## config.mk

```make
export PLATFORM = sky130hd
export DESIGN_NAME = irq_group_ctl
export DESIGN_NICKNAME = d
export VERILOG_FILES = /design/src/rtl/irqgrp_pkg.sv /design/src/rtl/irqgrp_src_cell.sv /design/src/rtl/irqgrp_reduce.sv /design/src/rtl/irq_group_ctl.sv
export SDC_FILE = /design/constraint.sdc
export NUM_CORES = 1
export LEC_CHECK = 0
export BUFFER_PORTS_ARGS = -buffer_cell sky130_fd_sc_hd__buf_4
export CAP_MARGIN = 0
export CORE_MARGIN = 2
export CORE_UTILIZATION = 53
export CTS_CLUSTER_DIAMETER = 60
export DETAILED_ROUTE_END_ITERATION = 10
export PLACE_DENSITY_LB_ADDON = 0.08
export SLEW_MARGIN = 10
export SYNTH_ARGS = -nofsm -noshare
export SYNTH_HDL_FRONTEND = slang
export SYNTH_SLANG_ARGS = --single-unit
```

## constraint.sdc

```tcl
create_clock -name clk -period 3 [get_ports clk]
set_clock_uncertainty 0.2 [all_clocks]
set_input_delay 0.15 -clock clk [delete_from_list [all_inputs] [get_ports clk]]
set_output_delay 0.15 -clock clk [all_outputs]
set_load 0.05 [all_outputs]
```

## src/rtl/irqgrp_pkg.sv

```systemverilog
package irqgrp_pkg;
  localparam int MAXW = 64;

  // Index of the lowest set bit, 0 when the vector is empty
  function automatic int lowest_set(input logic [MAXW-1:0] v);
    int idx;
    idx = 0;
    for (int i = MAXW-1; i >= 0; i--) begin
      if (v[i]) idx = i;
    end
    return idx;
  endfunction

  function automatic bit in_range(input int i, input int lo, input int hi);
    return (i >= lo) && (i <= hi);
  endfunction
endpackage

```

## src/rtl/irqgrp_src_cell.sv

```systemverilog
module irqgrp_src_cell #(
  parameter bit IS_EDGE = 1'b0
) (
  input  logic clk,
  input  logic rst_n,
  input  logic src,
  input  logic clr_req,
  output logic stat
);
  generate
    if (IS_EDGE) begin : g_edge
      logic prev_q;
      logic rise;
      assign rise = src & ~prev_q;
      always_ff @(posedge clk) begin
        if (!rst_n) begin
          prev_q <= 1'b0;
          stat   <= 1'b0;
        end else begin
          prev_q <= src;
          if (rise)         stat <= 1'b1;
          else if (clr_req) stat <= 1'b0;
        end
      end

      assert_edge_latch_R3: assert property (@(posedge clk) disable iff (!rst_n)
        rise |=> stat);
      assert_edge_hold_R3: assert property (@(posedge clk) disable iff (!rst_n)
        (stat && !clr_req) |=> stat);
      assert_edge_clear_R4: assert property (@(posedge clk) disable iff (!rst_n)
        (clr_req && !rise) |=> !stat);
    end else begin : g_level
      always_ff @(posedge clk) begin
        if (!rst_n) stat <= 1'b0;
        else        stat <= src;
      end
      logic unused_clr;
      assign unused_clr = clr_req;

      assert_level_track_R2: assert property (@(posedge clk) disable iff (!rst_n)
        1'b1 |=> (stat == $past(src)));
    end
  endgenerate
endmodule

```

## src/rtl/irqgrp_reduce.sv

```systemverilog
module irqgrp_reduce #(
  parameter int NSRC    = 32,
  parameter int MISC_LO = 8,
  parameter int SIO_LO  = 16,
  localparam int IDX_W  = $clog2(NSRC)
) (
  input  logic             clk,
  input  logic             rst_n,
  input  logic [NSRC-1:0]  pend,
  output logic             grp_audio,
  output logic             grp_misc,
  output logic             grp_sio,
  output logic             vec_valid,
  output logic [IDX_W-1:0] vec_idx
);
  import irqgrp_pkg::*;

  always_comb begin
    grp_audio = 1'b0;
    grp_misc  = 1'b0;
    grp_sio   = 1'b0;
    for (int i = 0; i < NSRC; i++) begin
      if (in_range(i, 0, MISC_LO-1))      grp_audio = grp_audio | pend[i];
      if (in_range(i, MISC_LO, SIO_LO-1)) grp_misc  = grp_misc  | pend[i];
      if (in_range(i, SIO_LO, NSRC-1))    grp_sio   = grp_sio   | pend[i];
    end
  end

  assign vec_valid = |pend;
  assign vec_idx   = IDX_W'(lowest_set(MAXW'(pend)));

  logic [NSRC-1:0] below_idx;
  assign below_idx = (NSRC'(1) << vec_idx) - NSRC'(1);

  assert_vec_points_pending_R9: assert property (@(posedge clk) disable iff (!rst_n)
    vec_valid |-> pend[vec_idx]);
  assert_vec_is_lowest_R9: assert property (@(posedge clk) disable iff (!rst_n)
    vec_valid |-> ((pend & below_idx) == '0));
  assert_group_matches_vec_R8: assert property (@(posedge clk) disable iff (!rst_n)
    vec_valid == (grp_audio | grp_misc | grp_sio));
endmodule

```

## src/rtl/irq_group_ctl.sv

```systemverilog
module irq_group_ctl #(
  parameter int              NSRC     = 32,
  parameter int              ADDR_W   = 4,
  parameter int              MISC_LO  = 8,
  parameter int              SIO_LO   = 16,
  parameter logic [NSRC-1:0] EDGE_MAP = 32'h1041_0000,
  parameter logic [ADDR_W-1:0] STAT_OFF = 4'h0,
  parameter logic [ADDR_W-1:0] MASK_OFF = 4'h4,
  localparam int IDX_W = $clog2(NSRC)
) (
  input  logic              clk,
  input  logic              rst_n,
  input  logic [NSRC-1:0]   src_in,
  input  logic              bus_wr,
  input  logic [ADDR_W-1:0] bus_addr,
  input  logic [NSRC-1:0]   bus_wdata,
  output logic [NSRC-1:0]   bus_rdata,
  output logic              grp_audio,
  output logic              grp_misc,
  output logic              grp_sio,
  output logic              vec_valid,
  output logic [IDX_W-1:0]  vec_idx
);
  logic            stat_wr;
  logic            mask_wr;
  logic [NSRC-1:0] clr_vec;
  logic [NSRC-1:0] stat_q;
  logic [NSRC-1:0] mask_q;
  logic [NSRC-1:0] pend;

  assign stat_wr = bus_wr && (bus_addr == STAT_OFF);
  assign mask_wr = bus_wr && (bus_addr == MASK_OFF);
  assign clr_vec = stat_wr ? ~bus_wdata : '0;

  for (genvar i = 0; i < NSRC; i++) begin : g_src
    irqgrp_src_cell #(.IS_EDGE(EDGE_MAP[i])) u_cell (
      .clk     (clk),
      .rst_n   (rst_n),
      .src     (src_in[i]),
      .clr_req (clr_vec[i]),
      .stat    (stat_q[i])
    );
  end

  always_ff @(posedge clk) begin
    if (!rst_n)       mask_q <= '0;
    else if (mask_wr) mask_q <= bus_wdata;
  end

  assign pend = stat_q & mask_q;

  always_comb begin
    if (bus_addr == STAT_OFF)      bus_rdata = stat_q;
    else if (bus_addr == MASK_OFF) bus_rdata = mask_q;
    else                           bus_rdata = '0;
  end

  irqgrp_reduce #(.NSRC(NSRC), .MISC_LO(MISC_LO), .SIO_LO(SIO_LO)) u_reduce (
    .clk       (clk),
    .rst_n     (rst_n),
    .pend      (pend),
    .grp_audio (grp_audio),
    .grp_misc  (grp_misc),
    .grp_sio   (grp_sio),
    .vec_valid (vec_valid),
    .vec_idx   (vec_idx)
  );

  assert_mask_holds_R7: assert property (@(posedge clk) disable iff (!rst_n)
    !mask_wr |=> $stable(mask_q));
  assert_mask_loads_R7: assert property (@(posedge clk) disable iff (!rst_n)
    mask_wr |=> (mask_q == $past(bus_wdata)));
  assert_level_ignores_write_R6: assert property (@(posedge clk) disable iff (!rst_n)
    stat_wr |=> ((stat_q & ~EDGE_MAP) == ($past(src_in) & ~EDGE_MAP)));
endmodule

```

==> results by stage <==
Status:
- The flow ran to the end, and the final reports show no timing, DRC or antenna violations.

CTS:
- The longest clock path from root to sink contains 2 buffers.
- The post-cts sizing count is 0.
- The TritonCTS clock tree is yes.
- Clock latency on the worst-skew pair, taken at its later pin, is 0.34 ns.
- Clock tree synthesis selected as its root buffer the cell clkbuf_8.
- The number of clock buffers added by TritonCTS is 9.
- After clock tree synthesis, the clock-pin slew on the worst setup and hold paths is 0.07 ns.
- The H-tree depth reported by CTS is 3.
- The clock sink count is 67.

Synth:
- The largest area contributor in the netlist is dfxtp_1.
- After synthesis, the share of flip-flops with an asynchronous set or reset is 0%.
- Synthesis instantiated 37 different standard cells from the library.
- In this run the mean area of a mapped cell was 8.61 um2.
- Ranked by total cell area, the synthesized netlist is headed by dfxtp_1, nand2_1, a22o_1, a21boi_0, and2_1.
- The synthesized instance count is 347.
- The synthesized netlist net count is 418.
- Counting flops with a built-in enable in the synthesized netlist gives 0.
- The count of warnings emitted by yosys is 0.
- After synthesis the cells add up to 2990 um2.
- The share of the synthesized area in the top cell type is 44.9%.
- The share of synthesized area occupied by flip-flops and latches is 44.9%.
- The most used flip-flop cell after synthesis is dfxtp_1.
- In this run, synthesis produced a sequential element count of 67.

STA:
- Summed over all failing endpoints, the final setup total negative slack is 0 ns.
- The final period demand of the worst path is 2.62 ns.
- The number of hold violations in the final report was 0.
- The top achievable clock speed is 0.381 GHz.
- For the pin with the worst max-slew slack, the measured transition is 0.623 ns.
- The worst slew slack as a fraction of its limit is 58.5%.
- The number of slew-limit violations in the final report came to 0.
- Setup repair after global routing left no endpoint under its margin.
- The part of the cycle the worst path needs is 87.4%.
- Setup violations remaining at the end of the flow were counted as 0.

Route:
- The DRC violations left is 0.
- The detail route stage leaves a number of antenna-violating nets equal to 0.
- For this block, the initial DRC count from the detailed router was 206.
- The routed length per placed instance is 16.3 um.
- After detailed routing, the total wire length is 9.72 mm.
- After detailed routing, the number of vias per cell comes to 5.54.
- The number of detailed-routing iterations run before antenna repair is 5.
- The total number of vias is 3296.

GRT:
- The via count of the first global-routing pass was 3327.
- The initial antenna violation count is 0.
- After global routing the overflow that remains totals 0.
- Global routing used 31.9% of the available tracks.
- Entering global routing, the biggest net connects 68 pins.
- The first global-routing pass estimated 15.4 mm of wire.

Setup path:
- The setup slack of the most critical reg-to-reg path is 2.01 ns.
- For the worst flop-to-flop path, the logic depth is 2.
- At the worst endpoint, the arrival time is 2.27 ns.
- STA classifies the critical path endpoint as a primary output.
- For the worst setup path, the data required time is 2.65 ns.
- STA classifies the critical path startpoint as a register.
- The critical path is of the register to primary output type.
- The maximum net fanout on the critical path is 3.
- The worst register-to-register path ends at g_src[22].u_cell.stat$_SDFFE_PN0P_.
- The source of the worst register-to-register timing path is g_src[22].u_cell.stat$_SDFFE_PN0P_.

Placement:
- After legalization and detailed placement, the total HPWL measured 5.79 mm.
- The final weighted congestion of routability-driven global placement is 0.807.
- Summing all placed instances gives a cell area of 3900 um2.
- The count of input and output buffers is 111.

Die:
- The number of core rows is 27.
- The y dimension of the die is 79.1 um.
- The region available for standard cell placement spans 5470 um2.
- The width of the chip is 79.1 um.
- The die footprint is 6250 um2.
- The number of primary I/O pins is 112.
- Once the floorplan was initialized, standard cells occupied 54.6% of the core.

Layout:
- Registers take 1340 um2.
- The post-synthesis to final-layout area growth is 59.5%.
- The most common cell after layout, fill and taps aside is buf_4.
- The number of antenna diodes in the final layout is 0.
- The net count of the finished layout is 589.
- The layout filler cell count is 306.
- Summing all multi-input logic gate instances after layout gives 1580 um2.
- The finished cells cover 4760 um2.
- Leaving out fill and tap cells, the most frequent cells in the layout are buf_4, nand2_1, dfxtp_1, dlygate4sd3_1, and2_1.
- The fraction of final layout cells with drive strength greater than 1 is 26.6%.

Flow run:
- Max-cap violations in this run came to 0.

Min path:
- The endpoint with the worst hold slack is g_src[28].u_cell.stat$_SDFFE_PN0P_.
- In this run the most critical hold path is launched from bus_wr.
- The tightest min-delay check is of the input pin to register type.
- Along the worst hold path, the cell count comes to 4.

Pwr:
- Dividing total power by cell area gives a power density of 437 nW/um2.
- In this run the static leakage power is 2.04 nW.
- Across the VDD grid, the largest voltage drop is 0.402 mV.
[final cells by class]
class	count	area share (%)
clock buffers	12	3.26
clock inverters	4	1.52
inverters	1	0.0788
multi-input cells	259	33.1
flip-flops and latches	67	28.2
well taps	72	1.89
repair buffers	180	32.0
[registers in the layout (all words and copies together), names as in the netlist]
| name | cells |
|---|---|
| g_src.u_cell.g_edge.prev_q | 3 |
| g_src.u_cell.stat | 32 |
| mask_q | 32 |
[worst max-delay path by stage]
| stage | start | to | slack (ns) |
|---|---|---|---|
| final | g_src[24].u_cell.stat$_SDFF_PN0_ | vec_valid | 0.38 |
| after global routing | mask_q[24]$_SDFFE_PN0P_ | vec_valid | 0.28 |
| after CTS | mask_q[27]$_SDFFE_PN0P_ | vec_valid | 0.40 |
| after detailed placement | g_src[24].u_cell.stat$_SDFF_PN0_ | vec_valid | 0.76 |
| after global placement | g_src[24].u_cell.stat$_SDFF_PN0_ | vec_valid | 0.78 |
| after floorplan | g_src[6].u_cell.stat$_SDFF_PN0_ | vec_idx[4] | 0.06 |
[power breakdown]
part	internal (W)	leakage (nW)	total [W]	switching, W
logic	0.000163	1.38	0.000289	0.000126
clock network	0.000512	0.113	0.000846	0.000333
registers	0.000921	0.550	0.000946	0.0000245
total	0.00160	2.04	0.00208	0.000484
[critical path, stage by stage (launching register included)]
cell and delay [ns]:
dfxtp_1 0.33, a22o_1 0.27, or4_4 0.55, nor3_2 0.21
inv_1 0.08, or3_1 0.31, buf_4 0.20
[cell usage after synthesis, types with 2 or more instances]
cell        n
and2_1     34
a21oi_1     4
nand2_1    95
a21boi_0   33
buf_2       3
o2111ai_1   2
a31oi_1     2
clkbuf_1   17
dfxtp_1    67
a22oi_1     6
a22o_2      3
o21ai_0     5
nand3_1     5
a32o_1      4
nand2b_1    3
nor2_1      3
nand4_1     4
a211oi_1    2
a22o_1     34
a21boi_1    4
[what timing repair did]
action,in CTS,in global routing
setup buffers,0,0
endpoints found under the hold margin,67,0
hold buffers,64,0
[cells by family (layout without fill, tap and decap cells)]
group	Yosys count	after routing	synth area share (%)
AND/OR/NAND/NOR	153	153	24.2
AO/OA/AOI/OAI	106	106	28.2
flip-flops	67	67	44.9
buffers and inverters	21	197	2.76
[through the flow]
stage / std cells / hold slack [ns] / total power (W) / setup WS, ns / util (%)
floorplan: 347 / 0.0717 / 0.00107 / 0.0565 / -
global placement: 515 / 0.159 / 0.00117 / 0.780 / 71.2
detailed placement: 515 / 0.161 / 0.00118 / 0.764 / 71.2
CTS: 595 / 0.0401 / 0.00208 / 0.399 / 87.1
global route: 595 / 0.0881 / 0.00215 / 0.281 / 87.1
finish: 595 / 0.0817 / 0.00208 / 0.377 / 87.1
[metal layers]
metal | vias to the layer above | GRT usage (%) | share of wire (%)
met5 | - | 0 | 0
met4 | 0 | 12.1 | 1.8
met3 | 17 | 5.57 | 6.2
met2 | 137 | 56.1 | 51
met1 | 1575 | 38.7 | 41
li1 | 1567 | - | -
(Power assumes the default switching activity.)
